`src/rtl/irq_thr_pkg.sv`:
```
package irq_thr_pkg;
  // Width of a persistence code
  localparam int PERS_W  = 4;
  // Largest run length the nonlinear code can ask for: 5*(15-3)
  localparam int MAX_REQ = 5 * ((1 << PERS_W) - 1 - 3);
  // Counter width derived from the largest run length
  localparam int CNT_W   = $clog2(MAX_REQ + 1);

  typedef logic [CNT_W-1:0]  cnt_t;
  typedef logic [PERS_W-1:0] pers_t;

  // Selects how a persistence code is turned into a run length
  typedef enum logic {
    MAP_LINEAR = 1'b0,
    MAP_SCALED = 1'b1
  } pers_map_e;
endpackage

```
`src/rtl/irq_thr_win.sv`:
```
module irq_thr_win #(
  parameter int W = 16
) (
  input  logic [W-1:0] value_i,
  input  logic [W-1:0] lo_i,
  input  logic [W-1:0] hi_i,
  output logic         outside_o
);
  logic below;
  logic above;

  // Strict comparisons: values sitting on a limit are in range
  assign below     = (value_i < lo_i);
  assign above     = (value_i > hi_i);
  assign outside_o = below | above;
endmodule

```
`src/rtl/irq_thr_map.sv`:
```
module irq_thr_map
  import irq_thr_pkg::*;
#(
  parameter pers_map_e MODE = MAP_LINEAR
) (
  input  pers_t code_i,
  output cnt_t  req_o
);
  generate
    if (MODE == MAP_SCALED) begin : g_scaled
      cnt_t code_ext;
      cnt_t step_req;
      assign code_ext = CNT_W'(code_i);
      // Above 3, each code step adds five results
      assign step_req = CNT_W'((int'(code_ext) - 3) * 5);
      assign req_o    = (code_i < PERS_W'(4)) ? code_ext : step_req;
    end else begin : g_linear
      assign req_o = CNT_W'(code_i);
    end
  endgenerate
endmodule

```
`src/rtl/irq_thr_chan.sv`:
```
module irq_thr_chan
  import irq_thr_pkg::*;
#(
  parameter int        W    = 16,
  parameter pers_map_e MODE = MAP_LINEAR
) (
  input  logic         clk,
  input  logic         rst_n,
  input  logic         valid_i,
  input  logic [W-1:0] value_i,
  input  logic [W-1:0] lo_i,
  input  logic [W-1:0] hi_i,
  input  pers_t        pers_i,
  input  logic         clr_i,
  output logic         flag_o
);
  localparam cnt_t CNT_MAX = '1;

  logic outside;
  cnt_t req;
  cnt_t cnt_q;
  cnt_t cnt_d;
  logic cnt_en;
  logic flag_q;
  logic flag_d;
  logic flag_en;
  logic fire;

  irq_thr_win #(.W(W)) u_win (
    .value_i   (value_i),
    .lo_i      (lo_i),
    .hi_i      (hi_i),
    .outside_o (outside)
  );

  irq_thr_map #(.MODE(MODE)) u_map (
    .code_i (pers_i),
    .req_o  (req)
  );

  // Next state of the run counter and flag
  always_comb begin
    cnt_en = valid_i;
    cnt_d  = cnt_q;
    fire   = 1'b0;
    if (valid_i) begin
      if (outside) begin
        cnt_d = (cnt_q == CNT_MAX) ? cnt_q : cnt_q + cnt_t'(1);
      end else begin
        cnt_d = '0;
      end
      fire = (pers_i == '0) || (outside && (cnt_d >= req));
    end
    flag_en = valid_i | clr_i;
    if (fire) begin
      flag_d = 1'b1;
    end else if (clr_i) begin
      flag_d = 1'b0;
    end else begin
      flag_d = flag_q;
    end
  end

  always_ff @(posedge clk or negedge rst_n) begin
    if (!rst_n) begin
      cnt_q  <= '0;
      flag_q <= 1'b0;
    end else begin
      if (cnt_en)  cnt_q  <= cnt_d;
      if (flag_en) flag_q <= flag_d;
    end
  end

  assign flag_o = flag_q;
endmodule

```
`src/rtl/irq_thr_unit.sv`:
```
module irq_thr_unit
  import irq_thr_pkg::*;
#(
  parameter int ALS_W = 16,
  parameter int PRX_W = 8
) (
  input  logic             clk,
  input  logic             rst_n,
  input  logic             als_valid,
  input  logic [ALS_W-1:0] als_value,
  input  logic [ALS_W-1:0] als_lo,
  input  logic [ALS_W-1:0] als_hi,
  input  logic [3:0]       als_pers,
  input  logic             als_clr,
  input  logic             als_ien,
  input  logic             prx_valid,
  input  logic [PRX_W-1:0] prx_value,
  input  logic [PRX_W-1:0] prx_lo,
  input  logic [PRX_W-1:0] prx_hi,
  input  logic [3:0]       prx_pers,
  input  logic             prx_clr,
  input  logic             prx_ien,
  output logic             als_flag,
  output logic             prx_flag,
  output logic             int_n
);
  logic als_req_int;
  logic prx_req_int;

  irq_thr_chan #(.W(ALS_W), .MODE(MAP_SCALED)) u_als (
    .clk     (clk),
    .rst_n   (rst_n),
    .valid_i (als_valid),
    .value_i (als_value),
    .lo_i    (als_lo),
    .hi_i    (als_hi),
    .pers_i  (als_pers),
    .clr_i   (als_clr),
    .flag_o  (als_flag)
  );

  irq_thr_chan #(.W(PRX_W), .MODE(MAP_LINEAR)) u_prx (
    .clk     (clk),
    .rst_n   (rst_n),
    .valid_i (prx_valid),
    .value_i (prx_value),
    .lo_i    (prx_lo),
    .hi_i    (prx_hi),
    .pers_i  (prx_pers),
    .clr_i   (prx_clr),
    .flag_o  (prx_flag)
  );

  // Enabled flags pull the shared line low
  assign als_req_int = als_flag & als_ien;
  assign prx_req_int = prx_flag & prx_ien;
  assign int_n       = ~(als_req_int | prx_req_int);
endmodule

```
`config.mk`:
```
export PLATFORM = sky130hd
export DESIGN_NAME = irq_thr_unit
export DESIGN_NICKNAME = d
export VERILOG_FILES = /design/src/rtl/irq_thr_pkg.sv /design/src/rtl/irq_thr_win.sv /design/src/rtl/irq_thr_map.sv /design/src/rtl/irq_thr_chan.sv /design/src/rtl/irq_thr_unit.sv
export SDC_FILE = /design/constraint.sdc
export NUM_CORES = 1
export LEC_CHECK = 0
export ABC_AREA = 1
export ABC_CLOCK_PERIOD_IN_PS = 4900
export BUFFER_PORTS_ARGS = -buffer_cell sky130_fd_sc_hd__buf_2
export CAP_MARGIN = 20
export CORE_ASPECT_RATIO = 1.1
export CORE_MARGIN = 2
export CORE_UTILIZATION = 55
export CTS_CLUSTER_DIAMETER = 30
export DETAILED_ROUTE_END_ITERATION = 10
export GPL_TIMING_DRIVEN = 1
export PLACE_DENSITY = 0.84
export SLEW_MARGIN = 20
export SYNTH_ARGS = -nofsm -noshare
export SYNTH_HDL_FRONTEND = slang
export SYNTH_SLANG_ARGS = --single-unit
```
`constraint.sdc`:
```
create_clock -name clk -period 4.9 [get_ports clk]
set_clock_uncertainty 0.2 [all_clocks]
set_input_delay 0 -clock clk [delete_from_list [all_inputs] [get_ports clk]]
set_output_delay 0 -clock clk [all_outputs]
set_load 0.05 [all_outputs]
```
==> results.tsv <==
stage	metric	value	unit
clock_tree	Clock Tree Buf Depth	2	
global_route	GRT Util Overall	0.229	
synth	synth top area cells	ha_1 (32%), dfrtp_1 (14%), nand2_1 (13%)	
clock_tree	root buffer cell	clkbuf_8	
run	max_cap viols	0	
final_layout	antenna cells	0	
global_route	initial antenna violation count	0	
clock_tree	Post-CTS Setup Inserts	0	
final_layout	layout cells sized above 1	0.216	
synth	Syn Nets	525	
floorplan	die area	0.00508	mm2
floorplan	row count	25	
timing	Final Critical Period	3.28	ns
global_route	number of global-route vias before repair	2447	
global_route	pin count of the biggest net entering global routing	15	
floorplan	core area	0.00432	mm2
placement	detailed placement HPWL	4880	um
timing	worst slew pin tran	0.612	ns
clock_tree	CTS Buf Count	3	
floorplan	die span in x	68.2	um
timing	fin crit share	0.669	
timing	unrepaired setup endpoints after global routing	no	
synth	Yosys reg bits	14	
detailed_routing	violation count after the first detailed-route iteration	79	
power_and_ir_drop	clock share of power	0.164	
critical_path	WP data arrival	3.21	ns
placement	Placed Instances	515	
final_layout	most frequent cells in the layout	buf_2 (90), nand2_1 (88), inv_1 (87)	
synth	Netlist cell types	32	
critical_path	critical setup path kind	primary input to register	
power_and_ir_drop	P_leak	2.00	nW
power_and_ir_drop	Int Power	387	uW
floorplan	Initial Util	0.577	
synth	multiplexer area fraction after synthesis	0.00804	
floorplan	Die H	74.6	um
placement	Port Buffers	90	
clock_tree	post-cts resize count	0	
final_layout	Final Core Density	0.728	
clock_tree	clock slew seen by the registers of the worst setup and hold paths	0.05	ns
synth	Post-Syn Area	0.00249	mm2
clock_tree	CTS tree	yes	
critical_path	CP startpoint kind	primary input	
synth	simple-gate portion of the synthesized area	0.227	
min_path	Worst Hold Class	primary input to output pin	
timing	final max-slew violation count	0	
global_route	global-route wire length before repair	9220	um
power_and_ir_drop	worst vdd ir	0.128	mV
timing	worst rel slew slack	0.591	
clock_tree	clock latency at the later pin of the worst-skew pair	0.25	ns
detailed_routing	vias per inst	4.95	
synth	Seq/Total Area, Yosys	0.141	
synth	Compound-Gate Fraction of Synth Area	0.130	
critical_path	Critical Path End Type	register	
timing	Fmax achieved	0.305	GHz
synth	Mapped Avg Cell Area	6.70	um2
synth	Synth Area in XOR/XNOR	0.0311	
final_layout	most common cell after layout, fill and taps aside	buf_2	
detailed_routing	final wirelength	5440	um
detailed_routing	antenna-violating nets left	0	
timing	Fin. Hold Viols	0	
detailed_routing	Routed wire per std cell	10.3	um
detailed_routing	via count	2611	
critical_path	crit-path max FO	3	
synth	cell taking the most area after synthesis	ha_1	
detailed_routing	DR pass1 iterations	4	
synth	Synth top area share	0.321	
power_and_ir_drop	sequential power share	0.255	
clock_tree	CTS sink cnt	14	
outcome	run status	finished, final reports clean	
final_layout	Finished Layout Cells	527	
power_and_ir_drop	combinational power share	0.580	
detailed_routing	DRC Markers	0	
synth	combinational family with the most area after synthesis	adder cells	
power_and_ir_drop	NetSw	291	uW
timing	setup violators final	0	
final_layout	Area Overhead vs Synth	26.1	%
placement	placer congestion estimate	0.874	
power_and_ir_drop	pwr dens	216	mW/mm2
critical_path	WP data required	4.83	ns
floorplan	io pins	91	
power_and_ir_drop	switching share of total power	0.430	
global_route	total grt overflow	0	
final_layout	Net count, final	627	
timing	Final TNS setup	0	ns
synth	Synth Area in Adders	0.329	
synth	synthesis warning total	0	
synth	Mapped Cells	372	
clock_tree	H-tree depth	1	
==> synth_stat cells <==
library cell	n
nand3_1	12
a21oi_1	27
nor2_4	1
nand4_1	6
nand2_1	88
inv_1	87
fa_1	1
inv_2	1
o211ai_1	1
o21a_1	2
nor2_2	1
o21bai_1	1
a22o_1	1
dfrtp_1	14
or2_4	1
nor2_1	20
o21ai_0	21
ha_1	64
a211oi_1	1
xnor2_2	1
o21ai_1	1
a22oi_1	1
nand3b_1	1
clkbuf_1	1
nor3_1	2
a21o_1	1
xor2_1	4
mux2i_1	2
xnor2_1	3
o2111ai_1	1
a21boi_0	1
or2_2	3
==> what timing repair did <==
item / CTS / global route
endpoints found under the setup margin: 0 / 0
endpoints found under the hold margin: 25 / 0
hold buffers: 8 / 0
==> state kept, by name, summed over array words and instances (netlist names) <==
register	flops
u_prx.cnt_q	6
u_als.flag_o	1
u_als.cnt_q	6
u_prx.flag_o	1
==> final cells by class <==
type / count / area (um2)
repair buffers: 98 / 531
well taps: 54 / 67.6
clock buffers: 4 / 55.1
inverters: 88 / 330
multi-input cells: 269 / 1810
fillers: 373 / 1180
flip-flops and latches: 14 / 350
==> worst max-delay path, stage by stage <==
cell and delay [ns]:
buf_2 0.11, a21oi_1 0.19, xor2_1 0.26, ha_1 0.28, ha_1 0.20, inv_1 0.07, fa_1 0.41, or2_2 0.30
ha_1 0.27, nand2_1 0.08, inv_1 0.06, o211ai_1 0.09, o2111ai_1 0.12, nand2_1 0.08, nand2_1 0.05, nand2_1 0.05
nand2_1 0.04, dlygate4sd3_1 0.54
==> final timing paths <==
path	from	to	slack, ns	cells past startpoint
worst max-delay path	als_pers[1]	u_als.flag_o	1.62	18
worst min-delay path	prx_ien	int_n	0.21	4
worst max register to register	u_prx.cnt_q[0]	u_prx.flag_o	1.64	15
worst min register to register	u_als.cnt_q[3]	u_als.cnt_q[3]	0.28	2
max in group asynchronous	rst_n	u_prx.flag_o	3.46	3
min in group asynchronous	rst_n	u_prx.cnt_q[3]	0.65	3
==> metrics by stage <==
step                      instance area [um2]  setup slack [ns]  total power, mW  hold WS (ns)
final                                    3140              1.62            0.678         0.211
after global placement                   3010              2.08            0.537        -0.296
after global routing                     3140              1.44            0.746         0.239
after CTS                                3140              1.62            0.683         0.213
after floorplan                          2490              2.28            0.441        -0.496
after detailed placement                 3010              1.90            0.554        -0.290
==> power groups by stage <==
stage               combinational (mW)  sequential [mW]  clock, mW
floorplan                        0.248            0.194          0
finish                           0.393            0.173      0.111
global route                     0.451            0.177      0.117
detailed placement               0.381            0.174          0
CTS                              0.397            0.172      0.114
global placement                 0.364            0.173          0
==> routing by layer <==
layer  vias to the layer above  wire (um)  track usage  share of wire
met2                        72       2670        0.435           0.49
met3                        11        288       0.0272          0.053
met4                         0        105       0.0978          0.019
met1                      1137       2380        0.250           0.44
li1                       1391          -            -              -
met5                         -          0            0              0
==> logic make-up (layout without fill, tap and decap cells) <==
group,Yosys count,in the layout
AND/OR/NAND/NOR,135,135
buffers and inverters,89,190
XOR/XNOR,8,8
multiplexers,2,2
AO/OA/AOI/OAI,59,59
flip-flops,14,14
adder cells (fa/ha/maj),65,65
No activity file was read; power rests on OpenSTA's default activity.
